$ cat src/rtl/sandcastle_pkg.sv
package sandcastle_pkg;

  typedef enum logic [1:0] {
    LVL_VIDEO = 2'b00,
    LVL_BLANK = 2'b01,
    LVL_CLAMP = 2'b10
  } sc_level_e;

  localparam int unsigned VB_SHORT_US = 260;
  localparam int unsigned VB_LONG_US  = 350;

  // microseconds to whole clock cycles for a clock given in kHz
  function automatic int unsigned us_to_cycles(input int unsigned us,
                                               input int unsigned khz);
    return (us * khz) / 1000;
  endfunction

  // at least one cycle so the timer always has work to do
  function automatic int unsigned at_least_one(input int unsigned v);
    return (v == 0) ? 1 : v;
  endfunction

  // clamp wins over blanking
  function automatic sc_level_e encode_level(input logic clamp_on,
                                             input logic blank_on);
    if (clamp_on) return LVL_CLAMP;
    if (blank_on) return LVL_BLANK;
    return LVL_VIDEO;
  endfunction

endpackage

$ cat src/rtl/sc_clamp_oneshot.sv
module sc_clamp_oneshot #(
  parameter int unsigned CLAMP_CYC = 8
) (
  input  logic clk,
  input  logic rst_n,
  input  logic hsync,
  input  logic lead_sel,
  output logic fire,
  output logic active
);
  localparam int unsigned CW = $clog2(CLAMP_CYC + 1);
  localparam logic [CW-1:0] LOAD = CW'(CLAMP_CYC);

  logic          hs_q;
  logic [CW-1:0] cnt;
  logic          edge_rise;
  logic          edge_fall;

  assign edge_rise = hsync & ~hs_q;
  assign edge_fall = ~hsync & hs_q;
  assign fire      = lead_sel ? edge_rise : edge_fall;
  assign active    = (cnt != '0);

  always_ff @(posedge clk or negedge rst_n) begin
    if (!rst_n) begin
      hs_q <= 1'b0;
      cnt  <= '0;
    end else begin
      hs_q <= hsync;
      if (fire && !active) cnt <= LOAD;
      else if (active)     cnt <= cnt - 1'b1;
    end
  end
endmodule

$ cat src/rtl/sc_vblank_timer.sv
module sc_vblank_timer
  import sandcastle_pkg::*;
#(
  parameter int unsigned CLK_KHZ = 20000
) (
  input  logic clk,
  input  logic rst_n,
  input  logic vsync_trig,
  input  logic scan_start,
  input  logic long_sel,
  output logic active
);
  localparam int unsigned W_SHORT = at_least_one(us_to_cycles(VB_SHORT_US, CLK_KHZ));
  localparam int unsigned W_LONG  = at_least_one(us_to_cycles(VB_LONG_US, CLK_KHZ));
  localparam int unsigned W_MAX   = (W_LONG > W_SHORT) ? W_LONG : W_SHORT;
  localparam int unsigned TW      = $clog2(W_MAX + 1);
  localparam logic [TW-1:0] LOAD_S = TW'(W_SHORT);
  localparam logic [TW-1:0] LOAD_L = TW'(W_LONG);
  localparam logic [TW-1:0] ONE    = TW'(1);

  logic [TW-1:0] tmr;
  logic          seen_scan;
  logic          vb;
  logic          min_done;

  assign min_done = (tmr <= ONE);
  assign active   = vb;

  always_ff @(posedge clk or negedge rst_n) begin
    if (!rst_n) begin
      vb        <= 1'b0;
      tmr       <= '0;
      seen_scan <= 1'b0;
    end else if (vsync_trig) begin
      vb        <= 1'b1;
      tmr       <= long_sel ? LOAD_L : LOAD_S;
      seen_scan <= 1'b0;
    end else if (vb) begin
      if (tmr != '0) tmr <= tmr - 1'b1;
      seen_scan <= seen_scan | scan_start;
      if (min_done && (seen_scan || scan_start)) vb <= 1'b0;
    end
  end
endmodule

$ cat src/rtl/sc_force_blank.sv
module sc_force_blank (
  input  logic clk,
  input  logic rst_n,
  input  logic unlock_mask,
  input  logic softstart_busy,
  input  logic hsync_absent,
  input  logic pll_search_unlock,
  input  logic flyback_missing,
  input  logic xray_trip,
  input  logic supply_low,
  output logic force_on
);
  logic protect_raw;
  logic unlock_raw;

  assign protect_raw = softstart_busy | flyback_missing | xray_trip | supply_low;
  assign unlock_raw  = (pll_search_unlock | hsync_absent) & ~unlock_mask;

  always_ff @(posedge clk or negedge rst_n) begin
    if (!rst_n) force_on <= 1'b0;
    else        force_on <= protect_raw | unlock_raw;
  end
endmodule

$ cat src/rtl/sandcastle_gen.sv
module sandcastle_gen
  import sandcastle_pkg::*;
#(
  parameter int unsigned CLK_KHZ   = 20000,
  parameter int unsigned CLAMP_CYC = 8
) (
  input  logic       clk,
  input  logic       rst_n,
  input  logic       hsync,
  input  logic       vsync_trig,
  input  logic       scan_start,
  input  logic       clamp_lead,
  input  logic       vblk_long,
  input  logic       unlock_mask,
  input  logic       softstart_busy,
  input  logic       hsync_absent,
  input  logic       pll_search_unlock,
  input  logic       flyback_missing,
  input  logic       xray_trip,
  input  logic       supply_low,
  output logic [1:0] level
);
  logic clamp_fire;
  logic clamp_on;
  logic vb_on;
  logic force_on;
  sc_level_e lvl;

  sc_clamp_oneshot #(.CLAMP_CYC(CLAMP_CYC)) u_clamp (
    .clk(clk), .rst_n(rst_n), .hsync(hsync), .lead_sel(clamp_lead),
    .fire(clamp_fire), .active(clamp_on)
  );

  sc_vblank_timer #(.CLK_KHZ(CLK_KHZ)) u_vblank (
    .clk(clk), .rst_n(rst_n), .vsync_trig(vsync_trig),
    .scan_start(scan_start), .long_sel(vblk_long), .active(vb_on)
  );

  sc_force_blank u_force (
    .clk(clk), .rst_n(rst_n), .unlock_mask(unlock_mask),
    .softstart_busy(softstart_busy), .hsync_absent(hsync_absent),
    .pll_search_unlock(pll_search_unlock), .flyback_missing(flyback_missing),
    .xray_trip(xray_trip), .supply_low(supply_low), .force_on(force_on)
  );

  assign lvl   = encode_level(clamp_on, vb_on | force_on);
  assign level = lvl;
endmodule

$ cat config.mk
export PLATFORM = sky130hd
export DESIGN_NAME = sandcastle_gen
export DESIGN_NICKNAME = d
export VERILOG_FILES = /design/src/rtl/sandcastle_pkg.sv /design/src/rtl/sc_clamp_oneshot.sv /design/src/rtl/sc_vblank_timer.sv /design/src/rtl/sc_force_blank.sv /design/src/rtl/sandcastle_gen.sv
export SDC_FILE = /design/constraint.sdc
export NUM_CORES = 1
export LEC_CHECK = 0
export BUFFER_PORTS_ARGS = -buffer_cell sky130_fd_sc_hd__buf_2
export CORE_UTILIZATION = 40
export DETAILED_ROUTE_END_ITERATION = 16
export PLACE_DENSITY_LB_ADDON = 0.1
export SYNTH_ARGS = -nofsm -noshare
export SYNTH_HDL_FRONTEND = slang
export SYNTH_SLANG_ARGS = --single-unit
export TNS_END_PERCENT = 30
$ cat constraint.sdc
create_clock -name clk -period 2.4 [get_ports clk]
set_input_delay 0.24 -clock clk [delete_from_list [all_inputs] [get_ports clk]]
set_output_delay 0.24 -clock clk [all_outputs]
set_load 0.05 [all_outputs]
# Word-level counts from Yosys, hierarchy flattened
# Index checks and enable logic that the tools add are counted.
[totals] register_bits=21 word_cells=51 in_bits=14 out_inout_bits=2
[op_classes] add_sub_neg=2 order_cmp=1 n_reduce_logical=10 muxes=19 bitwise=13
[op_table] operator="13-bit two-way mux" count=3
[op_table] operator="13-bit by 1-bit less-or-equal comparator with 1-bit output (second input constant)" count=1
[op_table] operator="13-bit nonzero test" count=1
[op_table] operator="13-bit by 1-bit subtractor with 13-bit output (second input constant)" count=1
[op_table] operator="12-bit two-way mux" count=1
[op_table] operator="1-bit two-way mux" count=9
[op_table] operator="2-bit two-way mux" count=4
[op_table] operator="4-bit two-way mux" count=2
[op_table] operator="1-bit OR" count=7
[op_table] operator="2-bit nonzero test" count=3
[op_table] operator="4-bit nonzero test" count=1
[op_table] operator="4-bit by 1-bit subtractor with 4-bit output (second input constant)" count=1
[op_table] operator="1-bit AND" count=3
[op_table] operator="1-bit inverter" count=3
[op_table] operator="1-bit logical AND" count=2
[op_table] operator="2-bit AND reduction" count=1
[op_table] operator="1-bit zero test" count=1
[op_table] operator="1-bit logical OR" count=1

# Logic depth before layout (Yosys ltp)
# Gate-level depths: netlist of run 1.
[logic_depth] word_depth=5 mapped_depth=7

# Cells and area by module
# Synthesis of run 1 repeated with hierarchy kept, for this count alone.
[unflattened] cells_unflattened=129 area_unflattened_um2=1218.7
[by_module_without_submodules] mod="sc_vblank_timer" n_inst=1 area_per_inst_um2=889.6 cells_per_inst=96
[by_module_without_submodules] mod="sc_clamp_oneshot" n_inst=1 area_per_inst_um2=271.5 cells_per_inst=27
[by_module_without_submodules] mod="sc_force_blank" n_inst=1 area_per_inst_um2=40.0 cells_per_inst=4
[by_module_without_submodules] mod="sandcastle_gen" n_inst=1 area_per_inst_um2=17.5 cells_per_inst=2

# Worst setup path before layout of run 1
# No wires, ideal clock.
[synth_timing] kind="flip-flop to output port" start="reg u_clamp.cnt[0]" end="out level[0]" setup_slack_ps=331 path_stages_with_launch=6 path_buffers=0 arrival_ps=1829 t_required_ps=2160 cell_sequence="dfrtp_1 inv_1 ha_1 nor3b_1 inv_1 nor2_1"
[synth_via] elab_chain_cells=3
[synth_rtl] element="start: declaration" line="sc_clamp_oneshot.sv:15" rtl="logic [CW-1:0] cnt;"
[synth_rtl] element="start signal: assignment" line="sc_clamp_oneshot.sv:31" rtl="else if (active) cnt <= cnt - 1'b1;"
[synth_rtl] element="4-bit nonzero test" line="sc_clamp_oneshot.sv:22" rtl="assign active = (cnt != '0);"
[synth_rtl] element="net clamp_on" line="sandcastle_gen.sv:24" rtl="logic clamp_on;"
[synth_rtl] element="1-bit two-way mux" line="sandcastle_pkg.sv:26" rtl="if (clamp_on) return LVL_CLAMP;"
[synth_rtl] element="2-bit two-way mux" line="sandcastle_pkg.sv:27" rtl="if (blank_on) return LVL_BLANK;"
[synth_rtl] element="end: declaration" line="sandcastle_gen.sv:21" rtl="output logic [1:0] level"
# The timed path passes the listed nets, and every way through them passes these cells.

# Worst setup path after layout of run 1
[layout_timing] start="reg u_vblank.tmr[0]" end="reg u_vblank.tmr[8]"
[layout_via] elab_chain_cells=4
[layout_rtl] element="start: declaration" line="sc_vblank_timer.sv:21" rtl="logic [TW-1:0] tmr;"
[layout_rtl] element="start signal: assignment" line="sc_vblank_timer.sv:36" rtl="tmr <= long_sel ? LOAD_L : LOAD_S;"
[layout_rtl] element="start signal: assignment" line="sc_vblank_timer.sv:39" rtl="if (tmr != '0) tmr <= tmr - 1'b1;"
[layout_rtl] element="13-bit by 1-bit subtractor with 13-bit output" line="sc_vblank_timer.sv:39"
[layout_rtl] element="13-bit two-way mux" line="sc_vblank_timer.sv:39"
[layout_rtl] element="13-bit two-way mux" line="sc_vblank_timer.sv:38" rtl="end else if (vb) begin"
[layout_rtl] element="13-bit two-way mux" line="sc_vblank_timer.sv:34" rtl="end else if (vsync_trig) begin"
# Parallel ways exist; a longest one is shown, timed or not. The select of a mux whose other input is x is not followed.
# A chain may end at the register's enable or synchronous reset.

==> flow_metrics.tcl, run 1 <==
set metrics [dict create \
    switching_share 0.368 \
    drive_gt1_frac 0.182 \
    initial_core_util 0.429 \
    grt_setup_unrepaired "false" \
    worst-r2r-cell-count 6 \
    violations "design-rule violations" \
    syn_inst 129 \
    first_iter_violations 46 \
    ant_nets 0 \
    fillCellCount 268 \
    cts_buffer_depth 2 \
    post_cts_buffers 0 \
    drt_wl_total_um 2490 \
    min_to "u_clamp.hs_q$_DFF_PN0_" \
    hp-class "in -> reg" \
    netlist_area_um2 1200 \
    period_share 0.885 \
    io_pins 16 \
    core_area_um2 2810 \
    slew_violations 0 \
    synth_top_cell_by_area "dfrtp_1" \
    status "complete, but fails checks" \
    hold_depth 1 \
    synth.area.top_cells "dfrtp_1, ha_1, o21ai_0, a21oi_1, nor2_1" \
    cp_max_fo 6 \
    antenna_found_initial 0 \
    cpLargestDelayFamily "simple AND/OR/NAND/NOR gates" \
    internal_power_uw 595 \
    async_flop_share 1.00 \
    nNetsFinal 163 \
    worstPathRequired_ns 2.60 \
    grt_max_degree 22 \
    skew_ns 0.00661 \
    synth-edff-count 0 \
    drt_pass1_iterations 10 \
    multiInputGateArea_um2 623 \
    synth-seq-cells 21 \
    fmax_ghz 0.471 \
    syn-num-nets 148 \
    hold_viol 0 \
    timing.rr.end "u_vblank.tmr[8]$_DFFE_PN0P_" \
    power_uw 941 \
    dieArea_um2 3230 \
    drc 2 \
    r2r_slack_ns 0.28 \
    pwr-share-comb 0.310 \
    overflow 0 \
    synth.most_common_cell "dfrtp_1" \
    clk_latency_ns 0.31 \
    fp-row-count 19 \
    layout_setup_ws_ns 0.276 \
    placed_area_um2 1290 \
    crit_buf_inv 1 \
    tightest_slew_ns 0.719 \
    yosys.area.top_type_share 0.437 \
    regArea_um2 526 \
    final-setup-viol-count 0 \
    ir_worst_vdd_v 0.000335 \
    rr_startpoint "u_vblank.tmr[0]$_DFFE_PN0P_" \
    via_per_inst 5.75 \
    design_area_um2 1330 \
    syn_area_per_cell_um2 9.32 \
    antennaDiodeCount 0 \
    grt_pass1_vias 929 \
    path_class "reg -> reg" \
    root_buffer "clkbuf_4" \
    syn_to_final_growth_pct 10.5 \
    synth_warnings 0 \
    critPathMaxStageDelay_ns 0.48 \
    crit_chain "inv_1 > ha_1 > or3b_1 > nor3_1 > mux2_2 > o221a_2" \
    finalCriticalPeriod_ns 2.12 \
    wire_per_inst_um 14.3 \
    relSlewSlack 0.514 \
    die_h_um 56.8 \
    p_leak_uw 0.000547 \
    cts_num_sinks 21 \
    dp_slack_ns 0.296 \
    htreeDepth 1 \
    cts_made_buffers 3 \
    num_vias 1001 \
    grt_usage 0.173 \
    clk_pin_slew_ns 0.12 \
    hpwl_um 1790 \
    pwr-share-seq 0.505 \
    min-delay-start "hsync" \
    drv_cap 0 \
    worst_path_max_delay_cell "or3b_1" \
    grt_pass1_wl_um 4290 \
    gp_congestion 0.778 \
    yosysUniqueCellTypes 38 \
    dieWidth_um 56.8 \
    ys.flop_type "dfrtp_1" \
    powerDensity_nw_per_um2 709 \
    yosys-top-cells-count "dfrtp_1, nor2_1, o21ai_0" \
    arrival_ns 2.32 \
    port_buffers 15 \
    switchingPower_uw 347 \
    cp-start-kind "flop" \
    setup-tns-final_ns 0 \
    cts_tree "built" \
    synth-seq-area-share 0.437 \
    cp-end-kind "flop" \
    p_clk_frac 0.185 \
]
## worst max path at each step
stage	from	to	slack, ns	cells after the start
2_1_floorplan	u_clamp.cnt[0]$_DFFE_PN0P_	level[0]	0.33	5
3_3_place_gp	u_vblank.tmr[0]$_DFFE_PN0P_	u_vblank.tmr[8]$_DFFE_PN0P_	0.39	6
3_5_place_dp	u_vblank.tmr[0]$_DFFE_PN0P_	u_vblank.tmr[8]$_DFFE_PN0P_	0.30	6
4_1_cts	u_clamp.cnt[0]$_DFFE_PN0P_	level[0]	0.11	6
5_1_grt	u_clamp.cnt[0]$_DFFE_PN0P_	level[0]	0.12	6
6_report	u_vblank.tmr[0]$_DFFE_PN0P_	u_vblank.tmr[8]$_DFFE_PN0P_	0.28	6
## metrics by stage
step	hold slack, ns	util	cells
final	0.0683	0.474	174
after global routing	0.0390	0.474	174
after CTS	0.0531	0.472	174
after detailed placement	0.227	0.459	169
after global placement	0.229	0.459	169
after floorplan	-0.0556	-	129
## final cells by class
type / count / area share
Clock buffer: 4 / 0.0198
Sequential cell: 21 / 0.395
Tap cell: 31 / 0.0292
Timing Repair Buffer: 16 / 0.0640
Inverter: 8 / 0.0226
Multi-Input combinational cell: 94 / 0.469
## cell families after synthesis
kind of cell               share of synthesized area
AOI/OAI and AO/OA                              0.178
buffers and inverters                         0.0489
and+or+nand+nor                                0.251
DFF                                            0.437
xor gates and xnor gates                     0.00729
adders and majority gates                     0.0520
muxes                                         0.0260
## placed cells by master (no fill, tap or decap), types with 4 or more instances in the layout
cell type,instances
dfrtp_1,21
or4_1,4
nor2_1,11
ha_1,5
nor3_1,4
nor4_1,5
inv_1,8
a21oi_1,9
o21ai_0,11
nand2_1,9
o31ai_1,4
or3_1,5
buf_2,15
## layer usage
metal	vias up	part of all wire	wire, um	track usage
met3	2	0.031	78	0.0415
met1	477	0.51	1270	0.246
met4	0	0.0028	7	0.0244
met5	-	0	0	0
met2	20	0.46	1140	0.272
li1	502	-	-	-
## sequential cells by signal, indices dropped and copies added, names as in the netlist
signal and cells:
u_clamp.cnt 4, u_clamp.hs_q 1, u_force.force_on 1, u_vblank.active 1, u_vblank.seen_scan 1, u_vblank.tmr 13
## what timing repair did
| action | CTS | global route |
|---|---|---|
| hold buffers | 1 | 0 |
| endpoints found under the setup margin | 0 | 1 |
| hold endpoints to repair | 21 | 0 |
| gates resized for setup | 0 | 1 |
## power groups by stage
| stage | Sequential [uW] | Clock [uW] | Combinational [uW] |
|---|---|---|---|
| finish | 476 | 174 | 292 |
| floorplan | 464 | 0 | 238 |
| detailed placement | 479 | 0 | 291 |
| global route | 488 | 197 | 331 |
| global placement | 475 | 0 | 279 |
| CTS | 472 | 179 | 292 |
Note: power is estimated with default switching activity, not from simulation.
==> run 2: changes to the inputs <==
- ABC_AREA: not set -> 1
- GPL_ROUTABILITY_DRIVEN: not set -> 1
- SYNTH_HIERARCHICAL: not set -> 1
==> run 2 against run 1 <==
Net effect:
- final cell count is 46% higher
- sequential power is 0.8% lower
- synthesized cell count is 48% higher
- cell area is 18% higher
- highest routed layer unchanged
- register-to-register slack better by 0.58 ns
- hold slack better by 0.013 ns
- via count is 18% higher
- non-clock buffer count stayed put
- die area is 19% higher
- the flow now finishes without violations
- clock power is 2% lower
==> flow_metrics.tcl, run 2 <==
set metrics [dict create \
    pwr-share-seq 0.461 \
    via_per_inst 4.65 \
    internal_power_uw 616 \
    drt_wl_total_um 2710 \
    fp-row-count 21 \
    antenna_found_initial 0 \
    port_buffers 15 \
    critPathMaxStageDelay_ns 0.39 \
    cpMostUsedCell "inv_1" \
    arrival_ns 1.68 \
    placed_area_um2 1540 \
    p_leak_uw 0.000819 \
    hold_viol 0 \
    skew_ns 0.00288 \
    fmax_ghz 0.521 \
    grt_max_degree 22 \
    grt_pass1_vias 1033 \
    cts_num_sinks 21 \
    design_area_um2 1570 \
    crit_chain "inv_1 > ha_1 > nand2_2 > nor2_4 > inv_1 > nor2_1 > buf_2" \
    setup-tns-final_ns 0 \
    wire_per_inst_um 10.7 \
    largest_register_ffs 13 \
    die_h_um 61.9 \
    mostFrequentLayoutCell "nand2_1" \
    cp_max_fo 6 \
    htreeDepth 1 \
    drive_gt1_frac 0.221 \
    switchingPower_uw 409 \
    syn-num-nets 210 \
    netlist_area_um2 1440 \
    crit_buf_inv 3 \
    layout_setup_ws_ns 0.479 \
    dp_slack_ns 0.818 \
    antennaDiodeCount 0 \
    min-delay-start "hsync" \
    relSlewSlack 0.676 \
    period_share 0.800 \
    tightest_slew_ns 0.487 \
    multiInputGateArea_um2 772 \
    cp-start-kind "flop" \
    pwr-share-comb 0.373 \
    first_iter_violations 46 \
    clk_latency_ns 0.30 \
    ant_nets 0 \
    cts_tree "built" \
    grt_pass1_wl_um 4590 \
    cp-end-kind "output port" \
    root_buffer "clkbuf_4" \
    finalCriticalPeriod_ns 1.92 \
    synth_warnings 6 \
    initial_core_util 0.423 \
    syn_area_per_cell_um2 7.51 \
    worst_path_max_delay_cell "dfrtp_1" \
    io_pins 16 \
    worst-r2r-cell-count 9 \
    cpLargestDelayFamily "buffers and inverters" \
    min_to "u_clamp/hs_q$_DFF_PN0_" \
    switching_share 0.399 \
    syn_inst 191 \
    hold_depth 1 \
    cts_buffer_depth 2 \
    final-setup-viol-count 0 \
    cts_resized 0 \
    core_area_um2 3390 \
    mostFrequentLayoutCells "nand2_1, inv_1, nor2_1" \
    timing.rr.end "u_vblank/tmr[10]$_DFFE_PN0P_" \
    cts_made_buffers 3 \
    rr_startpoint "u_vblank/tmr[0]$_DFFE_PN0P_" \
    hpwl_um 2090 \
    regArea_um2 526 \
    overflow 0 \
    grt_usage 0.165 \
    nNetsFinal 228 \
    syn_to_final_growth_pct 9.68 \
    r2r_slack_ns 0.86 \
    powerDensity_nw_per_um2 651 \
    drt_pass1_iterations 4 \
    drc 0 \
    dieWidth_um 61.9 \
    p_clk_frac 0.166 \
    fillCellCount 346 \
    ir_worst_vdd_v 0.000213 \
    grt_setup_unrepaired "false" \
    status "complete, no violations" \
    drv_cap 0 \
    dieArea_um2 3830 \
    num_vias 1182 \
    slew_violations 0 \
    largest_register "u_vblank/tmr" \
    gp_congestion 0.809 \
    path_class "reg -> out" \
    clk_pin_slew_ns 0.12 \
    worstPathRequired_ns 2.16 \
    reg_top3 "u_vblank/tmr: 13 flops, u_clamp/cnt: 4 flops" \
    hp-class "in -> reg" \
]
## run 2: cell count changes in the layout (fill, tap and decap cells not counted), sizes merged, moves of 5 or more
cell / delta
a21oi: -5
inv: +19
nand2: +49
nand3: +17
nor2: +21
nor4: -6
or3: -6
or4: -5
## run 2: stage by stage
| step | power [uW] | util | cells | hold slack (ns) |
|---|---|---|---|---|
| detailed placement | 864 | 0.453 | 249 | 0.235 |
| finish | 1030 | 0.464 | 254 | 0.0814 |
| CTS | 1040 | 0.464 | 254 | 0.0705 |
| global route | 1120 | 0.464 | 254 | 0.0544 |
| global placement | 852 | 0.453 | 249 | 0.234 |
| floorplan | 785 | - | 191 | -0.0556 |
## run 2: how the worst max path moves through the flow
| stage | cells after the start | slack [ns] | startpoint | end |
|---|---|---|---|---|
| global placement | 7 | 0.83 | u_clamp/cnt[0]$_DFFE_PN0P_ | level[0] |
| finish | 7 | 0.48 | u_clamp/cnt[0]$_DFFE_PN0P_ | level[0] |
| CTS | 7 | 0.47 | u_clamp/cnt[0]$_DFFE_PN0P_ | level[0] |
| detailed placement | 9 | 0.82 | vsync_trig | u_vblank/tmr[3]$_DFFE_PN0P_ |
| floorplan | 6 | 0.60 | u_clamp/cnt[0]$_DFFE_PN0P_ | level[0] |
| global route | 7 | 0.30 | u_clamp/cnt[0]$_DFFE_PN0P_ | level[0] |
## run 2: cell type report
| class | count | area share |
|---|---|---|
| Clock buffer | 3 | 0.0143 |
| Inverter | 27 | 0.0676 |
| Timing Repair Buffer | 16 | 0.0541 |
| Tap cell | 46 | 0.0366 |
| Clock inverter | 1 | 0.00318 |
| Sequential cell | 21 | 0.334 |
| Multi-Input combinational cell | 140 | 0.490 |
## run 2: metal layers
metal / routed length [um] / track usage / part of all wire / up-vias
met1: 1330 / 0.230 / 0.49 / 541
met2: 1290 / 0.261 / 0.47 / 13
li1: - / - / - / 626
met5: 0 / 0 / 0 / -
met4: 23 / 0.0571 / 0.0085 / 0
met3: 73 / 0.0248 / 0.027 / 2
## run 2: timing repair
action / in CTS / in global routing
hold endpoints to repair: 21 / 0
setup buffers: 0 / 0
hold buffers: 1 / 0
## run 2: power groups by stage
stage,logic [uW],registers (uW),clock network (uW)
3_3_place_gp,373,479,0
2_1_floorplan,316,469,0
3_5_place_dp,383,481,0
6_report,383,472,170
4_1_cts,386,474,179
5_1_grt,441,483,193
